$ cat config.mk
export PLATFORM = sky130hd
export DESIGN_NAME = irm_lock_regs
export DESIGN_NICKNAME = d
export VERILOG_FILES = /design/src/rtl/irm_pkg.sv /design/src/rtl/irm_decode.sv /design/src/rtl/irm_bw_lock.sv /design/src/rtl/irm_chan_lock.sv /design/src/rtl/irm_lock_regs.sv
export SDC_FILE = /design/constraint.sdc
export NUM_CORES = 1
export LEC_CHECK = 0
export ABC_AREA = 1
export BUFFER_PORTS_ARGS = -buffer_cell sky130_fd_sc_hd__buf_2
export CELL_PAD_IN_SITES_DETAIL_PLACEMENT = 1
export CELL_PAD_IN_SITES_GLOBAL_PLACEMENT = 2
export CORE_ASPECT_RATIO = 0.75
export CORE_UTILIZATION = 31
export DETAILED_ROUTE_END_ITERATION = 8
export GPL_TIMING_DRIVEN = 1
export HOLD_SLACK_MARGIN = 0.05
export PLACE_DENSITY_LB_ADDON = 0.3
export SLEW_MARGIN = 40
export SYNTH_ARGS = -nofsm -noshare
export SYNTH_HDL_FRONTEND = slang
export SYNTH_SLANG_ARGS = --single-unit
$ cat constraint.sdc
create_clock -name clk -period 4.6 [get_ports clk]
set_input_delay 0.69 -clock clk [delete_from_list [all_inputs] [get_ports clk]]
set_output_delay 0.69 -clock clk [all_outputs]
set_load 0.01 [all_outputs]
$ cat src/rtl/irm_pkg.sv
package irm_pkg;
  typedef enum logic [1:0] {
    KIND_READ  = 2'd0,
    KIND_WRITE = 2'd1,
    KIND_LOCK  = 2'd2,
    KIND_RSVD  = 2'd3
  } req_kind_e;

  typedef enum logic [1:0] {
    RSP_DONE     = 2'd0,
    RSP_TYPE_ERR = 2'd1,
    RSP_ADDR_ERR = 2'd2
  } rsp_code_e;

  typedef enum logic [1:0] {
    SEL_BMGR    = 2'd0,
    SEL_BWIDTH  = 2'd1,
    SEL_CHAN_HI = 2'd2,
    SEL_CHAN_LO = 2'd3
  } reg_sel_e;
endpackage

$ cat src/rtl/irm_decode.sv
module irm_decode
  import irm_pkg::*;
#(
  parameter int ADDR_W     = 12,
  parameter int LEN_W      = 4,
  parameter int EXT_W      = 4,
  parameter int REG_BASE   = 'h21C,
  parameter int CSWAP_CODE = 2
) (
  input  logic [ADDR_W-1:0] addr,
  input  logic [LEN_W-1:0]  len,
  input  req_kind_e         kind,
  input  logic [EXT_W-1:0]  ext,
  output reg_sel_e          sel,
  output rsp_code_e         code,
  output logic              do_lock
);
  localparam int MAP_BYTES = 16;

  logic [ADDR_W-1:0] off;
  logic hit, aligned, is_cswap;

  always_comb begin
    off      = addr - ADDR_W'(REG_BASE);
    hit      = off < ADDR_W'(MAP_BYTES);
    aligned  = (addr[1:0] == 2'b00) && (len == LEN_W'(4));
    is_cswap = ext == EXT_W'(CSWAP_CODE);
    sel      = reg_sel_e'(off[3:2]);
    if (!aligned)      code = RSP_TYPE_ERR;
    else if (!hit)     code = RSP_ADDR_ERR;
    else begin
      unique case (kind)
        KIND_READ: code = RSP_DONE;
        KIND_LOCK: code = is_cswap ? RSP_DONE : RSP_TYPE_ERR;
        default:   code = RSP_TYPE_ERR;
      endcase
    end
    do_lock = aligned && hit && (kind == KIND_LOCK) && is_cswap;
  end
endmodule

$ cat src/rtl/irm_bw_lock.sv
module irm_bw_lock #(
  parameter int DATA_W   = 32,
  parameter int BW_LIMIT = 'h2000
) (
  input  logic [DATA_W-1:0] cur,
  input  logic [DATA_W-1:0] data,
  input  logic [DATA_W-1:0] arg,
  output logic [DATA_W-1:0] nxt,
  output logic [DATA_W-1:0] ret,
  output logic              upd
);
  logic [DATA_W-1:0] amt;
  logic [DATA_W:0]   sum;

  always_comb begin
    nxt = cur;
    ret = cur;
    upd = 1'b0;
    amt = '0;
    sum = '0;
    if (arg > data) begin
      amt = arg - data;
      if (cur >= amt) begin
        nxt = cur - amt;
        ret = arg;
        upd = 1'b1;
      end
    end else if (data > arg) begin
      amt = data - arg;
      sum = {1'b0, cur} + {1'b0, amt};
      if (sum < (DATA_W+1)'(BW_LIMIT)) begin
        nxt = sum[DATA_W-1:0];
        ret = arg;
        upd = 1'b1;
      end
    end
  end
endmodule

$ cat src/rtl/irm_chan_lock.sv
module irm_chan_lock #(
  parameter int DATA_W      = 32,
  parameter bit KEEP_LSB_LO = 1'b0
) (
  input  logic [DATA_W-1:0] cur,
  input  logic [DATA_W-1:0] data,
  input  logic [DATA_W-1:0] arg,
  output logic [DATA_W-1:0] nxt,
  output logic [DATA_W-1:0] ret,
  output logic              upd
);
  logic [DATA_W-1:0] dat_f, mask;

  generate
    if (KEEP_LSB_LO) begin : g_keep
      assign dat_f = {data[DATA_W-1:1], 1'b0};
    end else begin : g_pass
      assign dat_f = data;
    end
  endgenerate

  always_comb begin
    mask = arg ^ dat_f;
    if ((arg & mask) == (cur & mask)) begin
      nxt = cur ^ mask;
      ret = arg;
      upd = 1'b1;
    end else begin
      nxt = cur;
      ret = cur;
      upd = 1'b0;
    end
  end
endmodule

$ cat src/rtl/irm_lock_regs.sv
module irm_lock_regs
  import irm_pkg::*;
#(
  parameter int              DATA_W     = 32,
  parameter int              ADDR_W     = 12,
  parameter int              LEN_W      = 4,
  parameter int              EXT_W      = 4,
  parameter int              REG_BASE   = 'h21C,
  parameter int              CSWAP_CODE = 2,
  parameter int              BW_LIMIT   = 'h2000,
  parameter logic [DATA_W-1:0] BM_INIT  = 'h3F,
  parameter logic [DATA_W-1:0] BW_INIT  = 4915,
  parameter logic [DATA_W-1:0] CHI_INIT = 'hFFFF_FFFE,
  parameter logic [DATA_W-1:0] CLO_INIT = 'hFFFF_FFFF
) (
  input  logic              clk,
  input  logic              rst,
  input  logic              bus_reset,
  input  logic              req_valid,
  input  logic [1:0]        req_kind,
  input  logic [ADDR_W-1:0] req_addr,
  input  logic [LEN_W-1:0]  req_len,
  input  logic [DATA_W-1:0] req_data,
  input  logic [DATA_W-1:0] req_arg,
  input  logic [EXT_W-1:0]  req_ext,
  output logic              rsp_valid,
  output logic [1:0]        rsp_code,
  output logic [DATA_W-1:0] rsp_value
);
  localparam int N_CHAN = 2;

  logic [DATA_W-1:0] bm_q, bw_q;
  logic [DATA_W-1:0] chan_q [N_CHAN];

  req_kind_e kind;
  reg_sel_e  sel;
  rsp_code_e code;
  logic      do_lock;

  assign kind = req_kind_e'(req_kind);

  irm_decode #(
    .ADDR_W(ADDR_W), .LEN_W(LEN_W), .EXT_W(EXT_W),
    .REG_BASE(REG_BASE), .CSWAP_CODE(CSWAP_CODE)
  ) u_dec (
    .addr(req_addr), .len(req_len), .kind(kind), .ext(req_ext),
    .sel(sel), .code(code), .do_lock(do_lock)
  );

  logic [DATA_W-1:0] bw_nxt, bw_ret;
  logic              bw_upd;

  irm_bw_lock #(.DATA_W(DATA_W), .BW_LIMIT(BW_LIMIT)) u_bw (
    .cur(bw_q), .data(req_data), .arg(req_arg),
    .nxt(bw_nxt), .ret(bw_ret), .upd(bw_upd)
  );

  logic [DATA_W-1:0] ch_nxt [N_CHAN];
  logic [DATA_W-1:0] ch_ret [N_CHAN];
  logic              ch_upd [N_CHAN];

  generate
    for (genvar i = 0; i < N_CHAN; i++) begin : g_chan
      irm_chan_lock #(.DATA_W(DATA_W), .KEEP_LSB_LO(i == 0)) u_ch (
        .cur(chan_q[i]), .data(req_data), .arg(req_arg),
        .nxt(ch_nxt[i]), .ret(ch_ret[i]), .upd(ch_upd[i])
      );
    end
  endgenerate

  logic [DATA_W-1:0] cur_val, lock_val, out_val;

  always_comb begin
    unique case (sel)
      SEL_BMGR:    begin cur_val = bm_q;      lock_val = bm_q;      end
      SEL_BWIDTH:  begin cur_val = bw_q;      lock_val = bw_ret;    end
      SEL_CHAN_HI: begin cur_val = chan_q[0]; lock_val = ch_ret[0]; end
      default:     begin cur_val = chan_q[1]; lock_val = ch_ret[1]; end
    endcase
    if (code != RSP_DONE)        out_val = '0;
    else if (kind == KIND_READ)  out_val = cur_val;
    else                         out_val = lock_val;
  end

  always_ff @(posedge clk) begin
    if (rst || bus_reset) begin
      bm_q      <= BM_INIT;
      bw_q      <= BW_INIT;
      chan_q[0] <= CHI_INIT;
      chan_q[1] <= CLO_INIT;
    end else if (req_valid && do_lock) begin
      unique case (sel)
        SEL_BMGR:    if (bm_q == req_arg) bm_q <= req_data;
        SEL_BWIDTH:  if (bw_upd)    bw_q      <= bw_nxt;
        SEL_CHAN_HI: if (ch_upd[0]) chan_q[0] <= ch_nxt[0];
        default:     if (ch_upd[1]) chan_q[1] <= ch_nxt[1];
      endcase
    end
  end

  always_ff @(posedge clk) begin
    if (rst) begin
      rsp_valid <= 1'b0;
      rsp_code  <= RSP_DONE;
      rsp_value <= '0;
    end else begin
      rsp_valid <= req_valid;
      rsp_code  <= code;
      rsp_value <= out_val;
    end
  end
endmodule

Word level (Yosys, flattened, before mapping)
Memory sizes are Yosys's and may differ from the RTL's.
Cells that the tools add are included.
- reduce and logical (&&, ||, !) cells: 16
- order comparisons: 5
- bitwise logic cells: 10
- add/sub/neg operators: 5
- muxes and demuxes: 39
- equality and inequality tests: 9
- operator list (operator ; count):
    two-way mux 32 bit ; 15
    case mux 32 bit (3 select lines) ; 2
    bitwise AND 32 bit ; 4
    XOR 32 bit ; 4
    == test 32 bit ; 3
    subtractor 32 bit ; 3
    > comparator 32 bit ; 2
    adder 32 x 32 -> 33 bit ; 1
    less-than comparator 33 x 14 -> 1 bit (second input constant) ; 1
    >= comparator 32 bit ; 1
    two-way mux 1 bit ; 19
    less-than comparator 12 x 5 -> 1 bit (second input constant) ; 1
    subtractor 12 x 10 -> 12 bit (second input constant) ; 1
    logical NOT 2 bit ; 3
    AND reduction 6 bit ; 1
    nonzero test 2 bit ; 3
    logical AND 1 bit ; 5
    == test 2 bit (second input constant) ; 2
    == test 4 x 2 -> 1 bit (second input constant) ; 1
    == test 4 x 3 -> 1 bit (second input constant) ; 1
    two-way mux 2 bit ; 2
    case mux 2 bit (2 select lines) ; 1
    AND reduction 3 bit ; 1
    OR reduction 3 bit ; 1
    5 further kinds ; 6
- memory bits (writable): 64
- memories kept: 1
- logic and storage cells: 90
- output and inout bits: 35
- bits in registers: 99
- bits of input ports: 90
- memories (name ; words ; width ; read ports ; clocked after memory_dff ; wr ports ; line ; source):
    chan_q ; 2 ; 32 ; 2 ; 0 ; 2 ; irm_lock_regs.sv:33 ; logic [DATA_W-1:0] chan_q [N_CHAN];

Longest topological paths before layout
- word-level depth: 10
- mapped depth: 35
- mapped depth without buffers: 33

Modules after synthesis
A second synthesis with hierarchy kept.
- cell total of the unflattened synthesis: 3949
- area, all modules: 23791.6 µm²
- by module, submodules not included (module ; instances ; area each (µm²) ; sequential area each (µm²) ; cells an instance):
    irm_bw_lock ; 1 ; 10042.1 ; 0.0 ; 1943
    irm_lock_regs ; 1 ; 8418.1 ; 3903.7 ; 1096
    irm_chan_lock at g_chan[0].u_ch ; 1 ; 2660.1 ; 0.0 ; 467
    irm_chan_lock at g_chan[1].u_ch ; 1 ; 2499.9 ; 0.0 ; 405
    irm_decode ; 1 ; 171.4 ; 0.0 ; 38

Worst setup path after synthesis
Ideal clock, no wire load.
- kind: input-to-reg
- start point: input port req_data[2]
- end point: register bw_q[4]
- arrival time: 4.292 ns
- stages on the path: 30
- data required time: 4.474 ns
- path slack: 0.182 ns
- buffers on the path: 3
- path through: inv_1 > ha_1 > buf_2 > a21oi_1 > inv_1 > a21oi_1 > inv_1 > a21oi_1 > nor3_1 > nor3_1 > o21ai_0 > xor2_1 > ha_1 > nand2_1 > nor2_1 > and2_1 > and2_1 > nand2_1 > nand2_1 > nand2_1 > nand2_1 > nand2_1 > nor2_4 > nand3_4 > nand2_2 > nand2_2 > buf_6 > buf_6 > o21ai_1 > nand2_1
- longest elaborated chain between the ends: 7
- elaborated cells between the ends (all ways): 20
- ends and longest elaborated chain (what ; line ; source):
    start, declared ; irm_lock_regs.sv:23 ; input logic [DATA_W-1:0] req_data,
    subtractor 32 bit ; irm_bw_lock.sv:29 ; amt = data - arg;
    adder 32 x 32 -> 33 bit ; irm_bw_lock.sv:30 ; sum = {1'b0, cur} + {1'b0, amt};
    less-than comparator 33 x 14 -> 1 bit ; irm_bw_lock.sv:31 ; if (sum < (DATA_W+1)'(BW_LIMIT)) begin
    two-way mux 1 bit ; irm_bw_lock.sv:31 ;
    two-way mux 1 bit ; irm_bw_lock.sv:28 ; end else if (data > arg) begin
    two-way mux 1 bit ; irm_bw_lock.sv:21 ; if (arg > data) begin
    AND reduction 6 bit (no line) ; -- ;
    end signal, assigned ; irm_lock_regs.sv:94 ; SEL_BWIDTH: if (bw_upd) bw_q <= bw_nxt;
    end, declared ; irm_lock_regs.sv:32 ; logic [DATA_W-1:0] bm_q, bw_q;
Several ways; a longest one is shown, not always the timed one. The select of a mux whose other input is x is not followed.
A chain may end at the register's enable or synchronous reset.

Final worst setup path
- start point: input port req_arg[4]
- end point: register rsp_value[27]
- longest elaborated chain between the ends: 8
- elaborated cells between the ends (all ways): 23
- ends and longest elaborated chain (what ; line ; source):
    start, declared ; irm_lock_regs.sv:24 ; input logic [DATA_W-1:0] req_arg,
    subtractor 32 bit ; irm_bw_lock.sv:29 ;
    adder 32 x 32 -> 33 bit ; irm_bw_lock.sv:30 ;
    less-than comparator 33 x 14 -> 1 bit ; irm_bw_lock.sv:31 ;
    two-way mux 32 bit ; irm_bw_lock.sv:31 ;
    two-way mux 32 bit ; irm_bw_lock.sv:28 ;
    two-way mux 32 bit ; irm_bw_lock.sv:21 ;
    case mux 32 bit (3 select lines) * ; irm_lock_regs.sv:74 ; unique case (sel)
    two-way mux 32 bit * ; irm_lock_regs.sv:81 ; else if (kind == KIND_READ) out_val = cur_val;
    end signal, assigned ; irm_lock_regs.sv:109 ; rsp_value <= out_val;
    end, declared ; irm_lock_regs.sv:28 ; output logic [DATA_W-1:0] rsp_value
Every way passes the cells marked *; elsewhere a longest branch is shown, timed or not.

==> metrics <==
status finished with violations; violated checks negative setup slack; most used standard cells in the synthesized netlist 786 x nand2_1, 410 x inv_1, 306 x a21oi_1; primary flip-flop cell chosen by synthesis mapping dfxtp_1; max-slew headroom at the worst pin 0.5049; net count after synthesis 3361; Min Hold Slack about 0.41 ns; Storage cell area just under 4000 sq um; num ports around 130; Placement Rows 78; minimum clock period around 4.8 ns; H-tree depth 4; number of max-cap violations 0; DRC marker count from the first detailed-route iteration about 2300; Worst Tran Pin Value 0.7410 ns; largest net degree at the start of global routing 52; total clock sinks between 150 and 200; number of synthesized register bits between 150 and 200; share of flip-flops with an asynchronous set or reset after synthesis 0; Layout Area Growth over Synthesis 52.30%; Routed Antenna Nets 0; share of the synthesized area in compound gates (AO/OA/AOI/OAI) 0.1791; Finished Cell Area just under 30000 sq um; cell with the largest stage delay on the worst path ha_1; later-pin clock latency in the skew report 0.49 ns; total area of multi-input combinational cells roughly 16000 sq um; combinational family with the most area after synthesis simple AND/OR/NAND/NOR gates; clock transition at the register clock pins on the worst setup and hold paths after CTS approximately 0.080 ns; Post-Syn Instances between 3000 and 4000; height of the die approximately 220 um; multiplexer share of the synthesized area 0.001037; number of design rule violations left after detail routing 0; post-synthesis cell type with the largest combined area nand2_1; effective utilization at floorplan 0.3166; weighted congestion at the end of routability-driven global placement 0.9922; final setup violating endpoints between 60 and 70; via count between 20000 and 30000; overall routed net length between 100000 and 150000 um; Achievable Freq ~210 MHz; Post-Route Utilization 0.4822; Layout Skew ~0.01 ns; Final Hold Viols 0; count of filler cells inserted in the layout a little under 8000; TritonCTS clock tree yes; Synth area leaders nand2_1 15%, ha_1 13%, dfxtp_1 10%; Pwr Density 236.5 nW/um^2; area of the die 63300 sq um; worst-path maximum fanout 5; average cell area after synthesis roughly 6.3 sq um; CP arrival about 5.2 ns; antenna violations before repair 0; die extent in x 290.2 um; critical path start-end classification primary input to flip-flop; wire length per cell after detailed routing 25.38 um; vias in the first global route 25830; number of different library cells in the post-synthesis netlist between 50 and 60; leakage roughly 14 nW; sequential share of the synthesized area 0.2022; share of the synthesized area in the top cell type 0.1528; Hold/Removal Path Class primary input to flip-flop; setup ws final -0.1978 ns; unrepaired setup endpoints after global routing yes; global-route congestion overflow total 0; clock root buffer clkbuf_16; most repeated library cell on the critical path nand2_1; post-synthesis share of cell area spent on full adders, half adders and majority gates 0.1299; most common cell in the synthesized netlist nand2_1; core outline area 61000 sq um; Max clock buf depth 2; 1st-pass router iterations 8; number of hold buffers added after cts 0; number of warning messages in the yosys log 0; net total in the final layout 4134; delay of the slowest cell on the worst path about 0.34 ns; layout cells sized above 1 0.3703; post-detailed-route via-to-cell ratio around 5.5; Inserted Clock Buffers 17; worst-case vdd ir drop between 0.3 and 0.4 mV; Tcrit/Tclk final 1.043; critical path startpoint category primary input; mapped cell area ~19000 sq um; basic-gate share of the synthesized area counting and, or, nand and nor cells 0.3139; cell depth of the worst min-delay path 3; first-pass GRT wire length around 170000 um; count of input and output buffers ~120; worst reg2reg path depth 22; hpwl dp roughly 93000 um; parity-gate share of the synthesized area counting xor and xnor cells 0.06622; Overall Global Routing Usage 0.3613; dpl cell area between 20000 and 30000 sq um; number of max-slew violations in the final report 0; number of synthesized flops with an enable pin 64; Total Power Consumption between 0.006 and 0.007 W; required time worst endpoint between 4 and 5 ns; crit path capture type flip-flop
==> timing repair <==
item	in CTS	in global routing
setup buffers	32	21
cloned	7	3
pin swaps	63	125
hold endpoints to repair	0	0
gates resized for setup	340	278
setup endpoints to repair	64	64
==> power by group <==
group / internal [W] / switching [W] / leakage, nW
Combinational: 0.00168 / 0.00228 / 12.6
Clock: 0.000697 / 0.000793 / 0.255
Sequential: 0.00150 / 0.000000941 / 1.27
==> final cells by class <==
class	instances	area share
Sequential cell	163	0.1327
Clock buffer	18	0.01459
Clock inverter	14	0.003574
Multi-Input combinational cell	2378	0.5294
Inverter	429	0.05552
Timing Repair Buffer	857	0.2301
Tap cell	800	0.03404
Antenna cell	1	0.00008509
==> flip-flops by register name, summed over array words and instances, names as in the netlist <==
name       flops
bm_q          32
bw_q          32
chan_q        64
rsp_code       2
rsp_valid      1
rsp_value     32
==> cell usage in the layout, fill, tap and decap left out, types with 42 or more instances in the layout <==
cell      netlist  final
inv_1         410    368
a21oi_2         0     58
nor2_2          6     42
ha_1          194    141
nand3_1       123    105
nor2_1        274    214
a21oi_1       306    228
nand2_1       786    680
o21ai_0       172    134
inv_2          14     49
edfxtp_1       64     64
dfxtp_1        99     99
nand4_1        59     59
nand2_2        13     97
buf_2          32    111
buf_4           2    681
or2_2          80     80
xor2_1        116    100
==> path summary, 6_finish.rpt <==
kind / start / to / slack (ns)
max reg2reg: bw_q[0]$_SDFFE_PN1P_ / rsp_value[27]$_SDFF_PP0_ / 1.06
max: req_arg[4] / rsp_value[27]$_SDFF_PP0_ / -0.20
min: req_valid / rsp_valid$_SDFF_PP0_ / 0.41
min reg2reg: bm_q[0]$_SDFFE_PN1P_ / bm_q[0]$_SDFFE_PN1P_ / 0.56
==> metrics by stage <==
step	TNS, ns	setup slack, ns	instances
3_3_place_gp	-96.00	-1.612	4566
5_1_grt	-19.08	-0.3781	4659
3_5_place_dp	-98.07	-1.627	4566
2_1_floorplan	0	0.1823	3073
4_1_cts	-0.5460	-0.05960	4636
6_report	-7.937	-0.1978	4660
==> per-layer routing <==
layer  GRT usage  wire length (um)  up-vias
met2      0.5357             48980     1151
met4      0.1578              5562        0
met1      0.5048             52930    12410
met3     0.07129             10810      240
met5           0                 0        -
li1            -                 -    11660
==> cells by family (layout without fill, tap and decap cells) <==
family,Yosys count,in the layout
AOI/OAI and AO/OA,622,622
xor gates and xnor gates,146,146
adders and majority gates,198,198
buffers and inverters,533,1318
DFF,163,163
muxes,2,2
other,0,1
and+or+nand+nor,1409,1410
==> worst max-delay path: cells and delay by family <==
family                   cells  cell delay, ns
buffers and inverters        8            0.96
adder cells (fa/ha/maj)      2            0.60
AO/OA/AOI/OAI                4            0.61
XOR/XNOR                     1            0.33
AND/OR/NAND/NOR             18            1.98
(Power assumes the default switching activity.)
